--- src/rtl/brx_pkg.sv ---
package brx_pkg;
  typedef enum logic [1:0] {
    ST_HUNT = 2'd0,
    ST_UWS  = 2'd1,
    ST_EST  = 2'd2,
    ST_DEM  = 2'd3
  } brx_state_e;
endpackage

--- src/rtl/brx_event_counter.sv ---
module brx_event_counter #(
  parameter int W = 8
) (
  input  logic         clk,
  input  logic         rst,
  input  logic         clr,
  input  logic         inc,
  output logic [W-1:0] cnt
);
  localparam logic [W-1:0] CNT_MAX = {W{1'b1}};

  always_ff @(posedge clk) begin
    if (rst || clr) cnt <= '0;
    else if (inc && cnt != CNT_MAX) cnt <= cnt + 1'b1;
  end

  AST_CNT_NO_WRAP: assert property (@(posedge clk) disable iff (rst)
    (!clr && cnt == CNT_MAX) |=> cnt == CNT_MAX);
endmodule

--- src/rtl/brx_bit_window.sv ---
module brx_bit_window #(
  parameter int W = 32
) (
  input  logic         clk,
  input  logic         rst,
  input  logic         clr,
  input  logic         shift_en,
  input  logic         bit_in,
  output logic [W-1:0] word,
  output logic         full
);
  localparam int FW = $clog2(W + 1);
  localparam logic [FW-1:0] FILL_MAX = FW'(W);

  logic [FW-1:0] fill_q;

  always_ff @(posedge clk) begin
    if (rst || clr) begin
      word   <= '0;
      fill_q <= '0;
    end else if (shift_en) begin
      word <= {word[W-2:0], bit_in};
      if (fill_q != FILL_MAX) fill_q <= fill_q + 1'b1;
    end
  end

  assign full = (fill_q == FILL_MAX);

  AST_NO_SHIFT_WITHOUT_STB: assert property (@(posedge clk) disable iff (rst)
    (!shift_en && !clr) |=> $stable(word));
endmodule

--- src/rtl/brx_pattern_match.sv ---
module brx_pattern_match #(
  parameter int W     = 32,
  parameter int ERR_W = $clog2(W + 1)
) (
  input  logic [W-1:0]     word,
  input  logic [W-1:0]     pattern,
  input  logic             full,
  input  logic [ERR_W-1:0] max_err,
  output logic             hit
);
  logic [W-1:0]     diff;
  logic [ERR_W-1:0] errs;

  for (genvar i = 0; i < W; i++) begin : g_diff
    assign diff[i] = word[i] ^ pattern[i];
  end

  always_comb begin
    errs = '0;
    for (int i = 0; i < W; i++) errs = errs + ERR_W'(diff[i]);
  end

  assign hit = full && (errs <= max_err);
endmodule

--- src/rtl/burst_seq_ctrl.sv ---
module burst_seq_ctrl
  import brx_pkg::*;
#(
  parameter int METRIC_W = 16,
  parameter int PAT_W    = 32,
  parameter int ERR_W    = $clog2(PAT_W + 1),
  parameter int WIN_W    = 16,
  parameter int HDR_W    = 12,
  parameter int FRM_W    = 8
) (
  input  logic                clk,
  input  logic                rst,
  input  logic                abort,
  input  logic [METRIC_W-1:0] metric_in,
  input  logic [METRIC_W-1:0] thresh_in,
  input  logic                sym_stb,
  input  logic                bit_valid,
  input  logic                bit_in,
  input  logic [PAT_W-1:0]    uw_pattern,
  input  logic [PAT_W-1:0]    eob_pattern,
  input  logic [ERR_W-1:0]    max_err,
  input  logic [WIN_W-1:0]    uw_window,
  input  logic [HDR_W-1:0]    hdr_len,
  input  logic                frame_bound,
  output logic [1:0]          state_out,
  output logic                search_act,
  output logic                est_en,
  output logic                demod_en,
  output logic                sod_pulse,
  output logic                done_pulse,
  output logic [FRM_W-1:0]    done_frames
);
  brx_state_e state_q, nxt;
  logic bit_ev, trans, clr_all;
  logic uw_hit, eob_hit, win_full;
  logic [PAT_W-1:0] word;
  logic [WIN_W-1:0] win_cnt;
  logic [HDR_W-1:0] hdr_cnt;
  logic [FRM_W-1:0] frm_cnt;

  assign bit_ev  = sym_stb && bit_valid;
  assign trans   = (nxt != state_q);
  assign clr_all = trans || abort;

  brx_bit_window #(.W(PAT_W)) u_window (
    .clk(clk), .rst(rst), .clr(clr_all), .shift_en(bit_ev),
    .bit_in(bit_in), .word(word), .full(win_full)
  );

  brx_pattern_match #(.W(PAT_W), .ERR_W(ERR_W)) u_uw_match (
    .word(word), .pattern(uw_pattern), .full(win_full),
    .max_err(max_err), .hit(uw_hit)
  );

  brx_pattern_match #(.W(PAT_W), .ERR_W(ERR_W)) u_eob_match (
    .word(word), .pattern(eob_pattern), .full(win_full),
    .max_err(max_err), .hit(eob_hit)
  );

  brx_event_counter #(.W(WIN_W)) u_win_cnt (
    .clk(clk), .rst(rst), .clr(clr_all),
    .inc(bit_ev && state_q == ST_UWS), .cnt(win_cnt)
  );

  brx_event_counter #(.W(HDR_W)) u_hdr_cnt (
    .clk(clk), .rst(rst), .clr(clr_all),
    .inc(bit_ev && state_q == ST_EST), .cnt(hdr_cnt)
  );

  brx_event_counter #(.W(FRM_W)) u_frm_cnt (
    .clk(clk), .rst(rst), .clr(clr_all),
    .inc(frame_bound && state_q == ST_DEM), .cnt(frm_cnt)
  );

  always_comb begin
    nxt = state_q;
    if (abort) nxt = ST_HUNT;
    else begin
      unique case (state_q)
        ST_HUNT: if (metric_in > thresh_in) nxt = ST_UWS;
        ST_UWS: begin
          if (uw_hit) nxt = ST_EST;
          else if (win_cnt >= uw_window) nxt = ST_HUNT;
        end
        ST_EST: if (hdr_cnt >= hdr_len) nxt = ST_DEM;
        ST_DEM: if (eob_hit) nxt = ST_HUNT;
        default: nxt = ST_HUNT;
      endcase
    end
  end

  always_ff @(posedge clk) begin
    if (rst) begin
      state_q     <= ST_HUNT;
      search_act  <= 1'b1;
      est_en      <= 1'b0;
      demod_en    <= 1'b0;
      sod_pulse   <= 1'b0;
      done_pulse  <= 1'b0;
      done_frames <= '0;
    end else begin
      state_q    <= nxt;
      search_act <= (nxt == ST_HUNT);
      est_en     <= (nxt == ST_EST);
      demod_en   <= (nxt == ST_DEM);
      sod_pulse  <= !abort && state_q == ST_UWS && nxt == ST_EST;
      done_pulse <= !abort && state_q == ST_DEM && nxt == ST_HUNT;
      if (!abort && state_q == ST_DEM && nxt == ST_HUNT) done_frames <= frm_cnt;
    end
  end

  assign state_out = state_q;

  AST_EST_DEMOD_EXCL: assert property (@(posedge clk) disable iff (rst)
    !(est_en && demod_en));
  AST_SOD_SINGLE: assert property (@(posedge clk) disable iff (rst)
    sod_pulse |=> !sod_pulse);
  AST_SOD_IN_EST: assert property (@(posedge clk) disable iff (rst)
    sod_pulse |-> (est_en && state_out == 2'd2));
  AST_DONE_IN_HUNT: assert property (@(posedge clk) disable iff (rst)
    done_pulse |-> (search_act && state_out == 2'd0));
  AST_ABORT_HUNT: assert property (@(posedge clk) disable iff (rst)
    abort |=> (state_out == 2'd0 && !est_en && !demod_en && !done_pulse));
  AST_HUNT_EXIT_ONLY_UWS: assert property (@(posedge clk) disable iff (rst)
    (state_out == 2'd0 && !abort) |=> (state_out == 2'd0 || state_out == 2'd1));
endmodule

--- config.mk ---
export PLATFORM = sky130hd
export DESIGN_NAME = burst_seq_ctrl
export DESIGN_NICKNAME = d
export VERILOG_FILES = /design/src/rtl/brx_pkg.sv /design/src/rtl/brx_event_counter.sv /design/src/rtl/brx_bit_window.sv /design/src/rtl/brx_pattern_match.sv /design/src/rtl/burst_seq_ctrl.sv
export SDC_FILE = /design/constraint.sdc
export NUM_CORES = 1
export LEC_CHECK = 0
export ABC_AREA = 1
export BUFFER_PORTS_ARGS = -buffer_cell sky130_fd_sc_hd__buf_2
export CORE_MARGIN = 1.5
export CORE_UTILIZATION = 50
export DETAILED_ROUTE_END_ITERATION = 12
export PLACE_DENSITY = 0.73
export SLEW_MARGIN = 20
export SYNTH_ARGS = -nofsm -noshare
export SYNTH_HDL_FRONTEND = slang
export SYNTH_SLANG_ARGS = --single-unit
--- constraint.sdc ---
create_clock -name clk -period 8.84 [get_ports clk]
set_input_delay 1.768 -clock clk [delete_from_list [all_inputs] [get_ports clk]]
set_output_delay 1.768 -clock clk [all_outputs]
set_load 0.02 [all_outputs]
==> flow_metrics.tcl <==
set metrics [dict create \
    synthDominantCellAreaShare_pct 22.3 \
    num-fill-cells 1434 \
    routed_via_density 4.67 \
    synth_seq_cells 89 \
    slew_viol_final 0 \
    synthTopCellsByArea "dfxtp_1, ha_1, fa_1" \
    post-synth-top-count-cell "inv_1" \
    placedCellCount 1349 \
    clkTransAtPathRegs_ns 0.07 \
    htreeDepth 3 \
    synthCells 996 \
    routed_wl_mm 16.5 \
    finalSetupTns_ns 0 \
    cts_buffers 9 \
    avgSynthCellArea_um2 8.02 \
    rsz0062_at_grt "no" \
    hold_depth 2 \
    start_util_pct 50.8 \
    clk_path_buf_depth 2 \
    endpoint_kind "register" \
    leakagePower_nw 4.37 \
    layout.nets 1406 \
    die_y_um 129 \
    synth_edf_count 0 \
    cp_max_fo 26 \
    grt_pass1_wl_mm 27.8 \
    stdcell_count 1365 \
    first_pass_iters 4 \
    cp.depth 30 \
    vdd_ir_drop_max_v 0.000242 \
    antenna_found_initial 0 \
    overflow 0 \
    final-seq-area_um2 1780 \
    synth_compound_area_share_pct 5.69 \
    fin_area_um2 9230 \
    syn-num-nets 1258 \
    cts-resized-gates 0 \
    yosys-top-cells-count "inv_1, nand2_1, dfxtp_1, nor2_1, ha_1" \
    ys_async_sr_fraction_pct 0 \
    yosys_warnings 0 \
    cp_top_family "adder cells" \
    grt_pass1_vias 6262 \
    io_buffers 151 \
    ant_nets 0 \
    antenna_cells 0 \
    synth-seq-area-share_pct 22.3 \
    cap_viol_max_count 0 \
    drive_above_1_share_pct 21.1 \
    power_density_nw_per_um2 283 \
    outcome "finished, final reports clean" \
    ios 152 \
    synth_cell_types 31 \
    yosysTopAreaCell "dfxtp_1" \
    max_clock_freq_mhz 123 \
    holdBufCountCts 0 \
    cp.required_ns 9.08 \
    yosys.area_share.xor_xnor_pct 11.3 \
    area_delta_synth_final_pct 15.6 \
    synth.area.mux_share_pct 0 \
    synth_top_family_by_area "adder cells" \
    grt_usage_pct 21.1 \
    drt_iter0_markers 183 \
    grt_max_degree 67 \
    yosys.area_share.simple_pct 24.1 \
    hpwl_mm 13.6 \
    dieArea_um2 16700 \
    crit_type "in2reg" \
    die_w_um 129 \
    period_share_pct 91.9 \
    slew_headroom_pct 61.5 \
    cts.sinks 89 \
    placement_rows 46 \
    worstPathArrival_ns 8.37 \
    synth_flop_cell "dfxtp_1" \
    vias 6373 \
    wl_per_cell_um 12.1 \
    post_cts_buffers 0 \
    place_area_um2 8940 \
    drc 0 \
    min_path_type "reg2reg" \
    syn-cell-area_um2 7990 \
    worst_pin_slew_ns 0.577 \
    synthAdderAreaFrac_pct 24.1 \
    cp_slowest_cell "fa_1" \
    place_congestion 0.826 \
    slowest_delay_ns 0.54 \
    finalCriticalPeriod_ns 8.13 \
    fp.coreArea_um2 15700 \
    finClkSkew_ns 0.00705 \
    hold_viol 0 \
    reg2reg_depth 29 \
    cts_tree "done" \
    setup_viol 0 \
    crit_buf_inv 4 \
    cp_common_cell "fa_1" \
    cts-root-buf "clkbuf_16" \
    multi_input_area_um2 5220 \
    crit_path_start_kind "primary input" \
    clk_latency_ns 0.35 \
]
flip-flops by register name, indices dropped and copies added, names as in the netlist, 2 cells and up:
register	flops
u_window.word	32
done_frames	8
u_window.fill_q	6
state_out	2
u_frm_cnt.cnt	8
u_hdr_cnt.cnt	12
u_win_cnt.cnt	16
area by class of cell:
| type | count | area share (%) |
|---|---|---|
| Clock inverter | 6 | 0.556 |
| Timing Repair Buffer | 158 | 9.30 |
| Sequential cell | 89 | 19.3 |
| Tap cell | 216 | 2.93 |
| Inverter | 216 | 8.79 |
| Clock buffer | 10 | 2.59 |
| Multi-Input combinational cell | 670 | 56.5 |
routing by layer:
metal  global-route usage [%]  wire (um)  part of all wire, %  vias to the layer above
met2                     36.6       7950                   48                      134
met5                        0          0                    0                        -
li1                         -          -                    -                     3317
met3                     4.00        783                  4.8                       22
met1                     26.7       7480                   45                     2900
met4                     5.75        261                  1.6                        0
kinds of logic (layout without fill, tap and decap cells):
kind of cell             Yosys count  in the layout
flip-flops                        89             89
XOR/XNOR                         103            103
AND/OR/NAND/NOR                  359            359
adder cells (fa/ha/maj)          125            125
AO/OA/AOI/OAI                     83             83
buffers and inverters            237            390
report_power, final:
| group | internal (W) | leakage, nW | switching (W) |
|---|---|---|---|
| Clock | 0.000202 | 0.133 | 0.000178 |
| Sequential | 0.000404 | 0.718 | 0.00000427 |
| Combinational | 0.000766 | 3.52 | 0.00105 |
| Total | 0.00137 | 4.37 | 0.00124 |
worst min-delay path, cell delays in order (launching register included):
cell and delay [ns]:
dfxtp_1 0.31, inv_1 0.05, a211oi_1 0.05
metrics by stage:
step	utilization, %	total power, W	setup slack [ns]	hold WS (ns)
final	58.7	0.00261	0.712	0.456
after global routing	58.7	0.00297	0.272	0.471
after CTS	58.7	0.00264	0.686	0.460
after detailed placement	56.9	0.00221	0.359	0.447
after global placement	56.9	0.00217	0.471	0.445
after floorplan	-	0.00181	0.922	0.494
final timing paths:
kind / start / endpoint / slack [ns]
worst min register to register: done_frames[1] / done_frames[1] / 0.46
worst max-delay path: uw_pattern[1] / u_hdr_cnt.cnt[10] / 0.71
worst min-delay path: done_frames[1] / done_frames[1] / 0.46
worst max register to register: u_window.word[1] / u_hdr_cnt.cnt[10] / 1.82
cell usage in the layout (no fill, tap or decap), types with 3 or more instances in the layout:
cell,synthesis,routed
a211oi_1,8,8
a21oi_1,42,42
buf_12,6,4
buf_2,5,151
buf_4,0,3
clkbuf_16,0,9
clkinvlp_4,0,3
dfxtp_1,89,89
fa_1,48,48
ha_1,77,77
inv_1,216,216
nand2_1,152,151
nand2_2,3,4
nand3_1,33,32
nand4_1,12,12
nor2_1,82,82
nor2_4,60,60
nor3_1,11,11
o21ai_0,26,26
xnor2_1,58,58
xor2_1,45,45
No activity file was read; power rests on OpenSTA's default activity.
